$ cat src/rtl/wstat_pkg.sv
package wstat_pkg;
    typedef enum logic [1:0] {
        ST_IDLE   = 2'd0,
        ST_ARRAY  = 2'd1,
        ST_STATUS = 2'd2
    } rd_state_e;
endpackage

$ cat src/rtl/wstat_sample.sv
// Registers the asynchronous control pins and read address once per clock,
// forms the read request and the last-address match.
module wstat_sample #(
    parameter int ADDR_W = 15
) (
    input  logic              clk,
    input  logic              rst_n,
    input  logic              ce_n,
    input  logic              oe_n,
    input  logic              we_n,
    input  logic [ADDR_W-1:0] addr,
    input  logic [ADDR_W-1:0] last_addr,
    output logic              rd_req,
    output logic              hit
);
    logic              ce_q, oe_q, we_q;
    logic [ADDR_W-1:0] addr_q;

    always_ff @(posedge clk) begin
        if (!rst_n) begin
            ce_q   <= 1'b1;
            oe_q   <= 1'b1;
            we_q   <= 1'b1;
            addr_q <= '0;
        end else begin
            ce_q   <= ce_n;
            oe_q   <= oe_n;
            we_q   <= we_n;
            addr_q <= addr;
        end
    end

    assign rd_req = ~ce_q & ~oe_q & we_q;
    assign hit    = (addr_q == last_addr);
endmodule

$ cat src/rtl/wstat_fsm.sv
// Read-path state machine: state register plus next-state logic.
module wstat_fsm
    import wstat_pkg::*;
(
    input  logic      clk,
    input  logic      rst_n,
    input  logic      rd_req,
    input  logic      busy,
    output rd_state_e state,
    output logic      advance
);
    rd_state_e nxt;

    always_ff @(posedge clk) begin
        if (!rst_n) state <= ST_IDLE;
        else        state <= nxt;
    end

    always_comb begin
        nxt     = state;
        advance = 1'b0;
        unique case (state)
            ST_IDLE: begin
                if (rd_req) begin
                    if (busy) begin
                        nxt     = ST_STATUS;
                        advance = 1'b1;
                    end else begin
                        nxt = ST_ARRAY;
                    end
                end
            end
            ST_ARRAY: begin
                if (!rd_req)   nxt = ST_IDLE;
                else if (busy) nxt = ST_STATUS;
            end
            ST_STATUS: begin
                if (!rd_req)    nxt = ST_IDLE;
                else if (!busy) nxt = ST_ARRAY;
            end
            default: nxt = ST_IDLE;
        endcase
    end
endmodule

$ cat src/rtl/wstat_toggle.sv
// Toggle flop: cleared by a program start, inverted once per new status read.
module wstat_toggle (
    input  logic clk,
    input  logic rst_n,
    input  logic clear,
    input  logic advance,
    output logic tog
);
    always_ff @(posedge clk) begin
        if (!rst_n)       tog <= 1'b0;
        else if (clear)   tog <= 1'b0;
        else if (advance) tog <= ~tog;
    end
endmodule

$ cat src/rtl/wstat_encode.sv
// Output process: selects released bus, array data or status encoding.
module wstat_encode
    import wstat_pkg::*;
#(
    parameter int DATA_W = 8
) (
    input  rd_state_e         state,
    input  logic              tog,
    input  logic              hit,
    input  logic              last_msb,
    input  logic [DATA_W-1:0] array_rdata,
    output logic [DATA_W-1:0] dq_out,
    output logic              dq_oe
);
    localparam int POLL_BIT = DATA_W - 1;
    localparam int TOG_BIT  = DATA_W - 2;

    always_comb begin
        dq_oe  = 1'b0;
        dq_out = '0;
        unique case (state)
            ST_IDLE: begin
                dq_oe = 1'b0;
            end
            ST_ARRAY: begin
                dq_oe  = 1'b1;
                dq_out = array_rdata;
            end
            ST_STATUS: begin
                dq_oe            = 1'b1;
                dq_out[TOG_BIT]  = tog;
                dq_out[POLL_BIT] = hit & ~last_msb;
            end
            default: dq_oe = 1'b0;
        endcase
    end
endmodule

$ cat src/rtl/wstat_readmux.sv
module wstat_readmux
    import wstat_pkg::*;
#(
    parameter int ADDR_W = 15,
    parameter int DATA_W = 8
) (
    input  logic              clk,
    input  logic              rst_n,
    input  logic              ce_n,
    input  logic              oe_n,
    input  logic              we_n,
    input  logic [ADDR_W-1:0] addr,
    input  logic [DATA_W-1:0] array_rdata,
    input  logic              prog_busy,
    input  logic              prog_start,
    input  logic [ADDR_W-1:0] last_addr,
    input  logic [DATA_W-1:0] last_data,
    output logic [DATA_W-1:0] dq_out,
    output logic              dq_oe
);
    logic      rd_req, hit, advance, tog;
    rd_state_e state;

    wstat_sample #(.ADDR_W(ADDR_W)) u_sample (
        .clk(clk), .rst_n(rst_n), .ce_n(ce_n), .oe_n(oe_n), .we_n(we_n),
        .addr(addr), .last_addr(last_addr), .rd_req(rd_req), .hit(hit)
    );

    wstat_fsm u_fsm (
        .clk(clk), .rst_n(rst_n), .rd_req(rd_req), .busy(prog_busy),
        .state(state), .advance(advance)
    );

    wstat_toggle u_toggle (
        .clk(clk), .rst_n(rst_n), .clear(prog_start), .advance(advance),
        .tog(tog)
    );

    wstat_encode #(.DATA_W(DATA_W)) u_encode (
        .state(state), .tog(tog), .hit(hit), .last_msb(last_data[DATA_W-1]),
        .array_rdata(array_rdata), .dq_out(dq_out), .dq_oe(dq_oe)
    );
endmodule

$ cat config.mk
export PLATFORM = sky130hd
export DESIGN_NAME = wstat_readmux
export DESIGN_NICKNAME = d
export VERILOG_FILES = /design/src/rtl/wstat_pkg.sv /design/src/rtl/wstat_sample.sv /design/src/rtl/wstat_fsm.sv /design/src/rtl/wstat_toggle.sv /design/src/rtl/wstat_encode.sv /design/src/rtl/wstat_readmux.sv
export SDC_FILE = /design/constraint.sdc
export NUM_CORES = 1
export LEC_CHECK = 0
export ABC_AREA = 0
export BUFFER_PORTS_ARGS = -buffer_cell sky130_fd_sc_hd__buf_2
export CAP_MARGIN = 20
export CORE_MARGIN = 2
export CORE_UTILIZATION = 41
export CTS_BUF_LIST = sky130_fd_sc_hd__clkbuf_2 sky130_fd_sc_hd__clkbuf_4 sky130_fd_sc_hd__clkbuf_8
export DETAILED_ROUTE_END_ITERATION = 6
export PLACE_DENSITY = 0.8
export SLEW_MARGIN = 20
export SYNTH_ARGS = -nofsm -noshare
export SYNTH_HDL_FRONTEND = slang
export SYNTH_HIERARCHICAL = 1
export SYNTH_SLANG_ARGS = --single-unit
export TNS_END_PERCENT = 1
$ cat constraint.sdc
create_clock -name clk -period 1.26 [get_ports clk]
set_input_delay 0.126 -clock clk [delete_from_list [all_inputs] [get_ports clk]]
set_output_delay 0.126 -clock clk [all_outputs]
set_load 0.03 [all_outputs]
## After elaboration in Yosys (flattened, before gate mapping)

Index checks and enable logic that the tools add are counted.

- Register bits: 21
- Input port bits: 53
- Output and inout bits: 9
- Logic and storage cells: 37

- Equal/unequal tests: 6
- Muxes and demuxes: 13
- Bitwise logic cells: 8
- Reduce and logical (&&, ||, !) cells: 4

Operator list:

| operator | number |
|---|---|
| equality test 15 bit | 1 |
| two-way mux 2 bit | 6 |
| two-way mux 6 bit | 1 |
| != test 3 bit (second input constant) | 2 |
| case mux 2 bit (3 select lines) | 1 |
| NOT 1 bit | 5 |
| two-way mux 1 bit | 4 |
| case mux 2 bit (2 select lines) | 1 |
| OR reduction 2 bit | 2 |
| AND 1 bit | 3 |
| AND reduction 3 bit | 1 |
| equality test 2 x 1 -> 1 bit (second input constant) | 1 |
| equality test 2 bit (second input constant) | 1 |
| logical NOT 2 bit | 1 |
| != test 2 x 1 -> 1 bit (second input constant) | 1 |

## Longest topological paths before layout

- Word-level depth: 5
- Depth in mapped cells: 5
- Gate-level depth less buffers: 5

## By module

The synthesis kept the hierarchy.

Modules (own cells, without submodules):

| module | times used | cells an instance | area an instance (µm²) | sequential area each (µm²) |
|---|---|---|---|---|
| wstat_sample | 1 | 58 | 653.1 | 360.3 |
| wstat_encode | 1 | 16 | 112.6 | 0.0 |
| wstat_fsm | 1 | 7 | 71.3 | 40.0 |
| wstat_toggle | 1 | 3 | 41.3 | 20.0 |

## Worst setup path before layout

No wires, ideal clock.

- Path type: flip-flop to output port
- Start point: reg u_sample.addr_q[13]
- End point: out dq_out[7]
- Arrival time: 1232 ps
- Required time: 1134 ps
- Slack: -98 ps
- Cell stages (with the launch flop): 6
- Buffers on the path: 0
- Path through: dfxtp_1 xnor2_1 nand4_1 nor4_2 nand3b_1 a21oi_2

- Longest elaborated chain between the ends: 3

Ends and longest elaborated chain:

| item | line | source |
|---|---|---|
| start, declared | wstat_sample.sv:17 | `logic [ADDR_W-1:0] addr_q;` |
| start signal, assigned | wstat_sample.sv:29 | `addr_q <= addr;` |
| equality test 15 bit | wstat_sample.sv:34 | `assign hit = (addr_q == last_addr);` |
| net hit | wstat_readmux.sv:21 | `logic rd_req, hit, advance, tog;` |
| AND 1 bit | wstat_encode.sv:32 | `dq_out[POLL_BIT] = hit & ~last_msb;` |
| case mux 2 bit (2 select lines) | wstat_encode.sv:21 | `unique case (state)` |
| end, declared | wstat_readmux.sv:18 | `output logic [DATA_W-1:0] dq_out,` |

The timed path passes the listed nets, and every way through them passes these cells.

## Final worst setup path

Ends and elaborated chain as after synthesis.

==> metrics.md <==
| Metric | Value |
|---|---|
| Share of power burned in the clock network | `0.257` |
| Post-CTS Setup Inserts | `0` |
| Avg WL per Cell | `10.1 um` |
| Power share of the combinational group | `0.141` |
| Total power per unit cell area | `just over 900 nW/um^2` |
| Max clock buf depth | `2` |
| Number of hold violations in the final report | `0` |
| Top library cells by usage in the layout, fill and taps aside | `buf_2, dfxtp_1, xnor2_1` |
| Detailed Place HPWL | `1.44 mm` |
| Cell count after placement | `164` |
| Design area | `1260 sq um` |
| Final worst path period share | `1.37` |
| Setup CP Type | `reg -> out` |
| Violation count after the first detailed-routing iteration | `5` |
| Synth Instances | `84` |
| Maximum number of pins on one net before global-route repair | `22` |
| Commonest non-fill, non-tap cell in the layout | `buf_2` |
| Chip height | `around 50 um` |
| Number of max-cap violations | `0` |
| Share of synthesized area occupied by flip-flops and latches | `0.479` |
| Wire length of the first global-routing pass | `2.84 mm` |
| # DRC | `0` |
| Leakage component of the power | `0.575 nW` |
| Gpl congestion | `just under 0.6` |
| Total grt overflow | `0` |
| Result of the run | `finished with violations` |
| Number of sinks handled by clock tree synthesis | `21` |
| DP Area | `1180 sq um` |
| Biggest fanout along the worst timing path | `1` |
| VDD IR max | `0.000671 V` |
| Clock transition at the registers of the reported paths | `0.11 ns` |
| Synthesis-to-layout area growth | `43.6%` |
| Switching power | `about 0.26 mW` |
| Drt via density | `~4.4` |
| CTS tree | `yes` |
| Maximum clock frequency | `577 MHz` |
| Worst clock skew | `0.00324 ns` |
| Detailed Route WL | `1.72 mm` |
| Post-synthesis instance area | `878 sq um` |
| Width of the die | `50.3 um` |
| Max-slew headroom | `0.837` |
| Deepest level of the CTS H-tree | `1` |
| Final worst setup slack | `-0.472 ns` |
| Number of pins exceeding their max-slew limit in the final report | `0` |
| Unrepaired setup endpoints after global routing | `yes` |
| Post-synthesis area per instance | `10.5 sq um` |
| Worst Max-Slew Pin Slew | `0.245 ns` |
| Number of antenna violations at the first check in global routing | `0` |
| Synthesized net count | `roughly 140` |
| GRT Overall Usage | `0.149` |
| Count of endpoints failing setup in the final report | `9` |
| Violations in the final reports | `negative setup slack` |
| Worst min-delay path category | `in -> reg` |
| Ratio of cells with drive above 1 in the final layout | `0.486` |
| Post-layout instance count excluding filler cells | `171` |
| Yosys warns | `6` |
| Number of synthesized register bits | `21` |
| Number of port buffers | `54` |
| Area of the core region | `1980 sq um` |
| Number of global-route vias before repair | `roughly 700` |
| Post-layout nets | `200` |
| Number of rows created at floorplan | `16` |
| Kind of capture point of the worst setup path | `output pin` |
| Number of filler cells placed in the layout | `177` |
| Antenna diode count | `0` |
| Routed vias | `749` |
| Sequential power share | `0.602` |
| Number of top-level pins | `62` |
| Root buffer cell | `clkbuf_4` |
| Kind of start point of the critical path | `flip-flop` |
| Synth cell types | `21` |
| P_int | `0.922 mW` |
| Clock buffers created by TritonCTS | `3` |
| Worst-skew pair later-pin latency | `0.29 ns` |
| Effective utilization at floorplan | `0.443` |
| Required time at the worst-slack endpoint | `1.13 ns` |
| Floorplan die area | `~2500 sq um` |
| Final worst path period need | `1.73 ns` |
| Sw frac | `0.217` |
| Number of routed nets with antenna violations | `0` |
| Pre-CTS worst setup slack | `-0.208 ns` |
| Arr. time, crit path | `1.61 ns` |
| Number of detailed-routing iterations run before antenna repair | `3` |
-- sequential cells by signal, summed over array words and instances (netlist names) --
signal,flops
u_sample/addr_q,15
u_fsm/state,2
u_sample/ce_q,1
u_sample/oe_q,1
u_sample/we_q,1
u_toggle/tog,1
-- area by class of cell --
type	instances	area [sq um]	share of cell area
clock buffer	3	22.5	0.0179
clock inverter	1	5.00	0.00397
inverter	3	11.3	0.00893
multi-input combinational	59	454	0.360
sequential	21	423	0.335
tap	27	33.8	0.0268
timing repair buffer	57	312	0.247
-- metal layers --
layer	vias up	track usage	part of all wire
met4	0	0.0556	0.0070
met3	2	0.0179	0.040
met5	-	0	0
met1	339	0.147	0.37
met2	18	0.305	0.58
li1	390	-	-
-- power by group through the flow --
stage,Sequential [mW],Combinational [mW],Clock [mW]
2_1_floorplan,0.721,0.0779,0
3_3_place_gp,0.722,0.155,0
3_5_place_dp,0.724,0.160,0
4_1_cts,0.709,0.166,0.318
5_1_grt,0.712,0.187,0.344
6_report,0.709,0.166,0.302
-- through the flow --
stage | setup TNS, ns | power (mW) | utilization | hold WS, ns
finish | -1.83 | 1.18 | 0.636 | 0.0307
global route | -2.85 | 1.24 | 0.636 | 0.0147
CTS | -2.01 | 1.19 | 0.629 | 0.000828
detailed placement | -0.208 | 0.885 | 0.598 | 0.298
global placement | -0.206 | 0.877 | 0.598 | 0.294
floorplan | -0.0725 | 0.799 | - | 0.196
-- synthesized netlist by cell type (all sizes together) --
cell    number  area, sq um
nor3         1         5.00
nand3        1         5.00
ha           2         25.0
nor4         1         12.5
nand2        3         11.3
a22oi        1         7.51
buf          1         5.00
xnor2       16          140
dfxtp       21          420
and4         1         8.76
nand2b       3         18.8
and4b        1         10.0
nor2         1         3.75
inv          3         11.3
nand4        3         18.8
and2        21          139
a21oi        1         8.76
nand3b       1         7.51
nor3b        2         20.0
-- worst max-delay path: stages, from the launching register on --
cell      delay (ns)
dfxtp_1         0.32
xnor2_1         0.13
nand4_1         0.12
nor4_2          0.30
nand3b_1        0.15
a21oi_4         0.15
buf_6           0.14
-- path summary, 6_finish.rpt --
check / start / to / slack [ns] / depth (start not counted)
max: u_sample/addr_q[13] / dq_out[7] / -0.47 / 6
max reg2reg: u_sample/we_q / u_toggle/tog / 0.12 / 5
min: we_n / u_sample/we_q / 0.03 / 2
min reg2reg: u_sample/oe_q / u_fsm/state[1] / 0.58 / 2
-- repair_timing --
action | 4_1_cts | 5_1_grt
hold buffers | 2 | 1
setup endpoints to repair | 9 | 10
gates resized for setup | 6 | 1
endpoints found under the hold margin | 2 | 1
-- cell families (layout without fill, tap and decap cells) --
kind of cell / count (synthesis) / in the layout / share of synthesized area
AO/OA/AOI/OAI: 2 / 2 / 0.0185
XOR/XNOR: 16 / 16 / 0.160
adder cells (fa/ha/maj): 2 / 2 / 0.0285
buffers and inverters: 4 / 64 / 0.0185
flip-flops: 21 / 21 / 0.479
AND/OR/NAND/NOR: 39 / 39 / 0.296
Power figures use the tool's default switching activity.
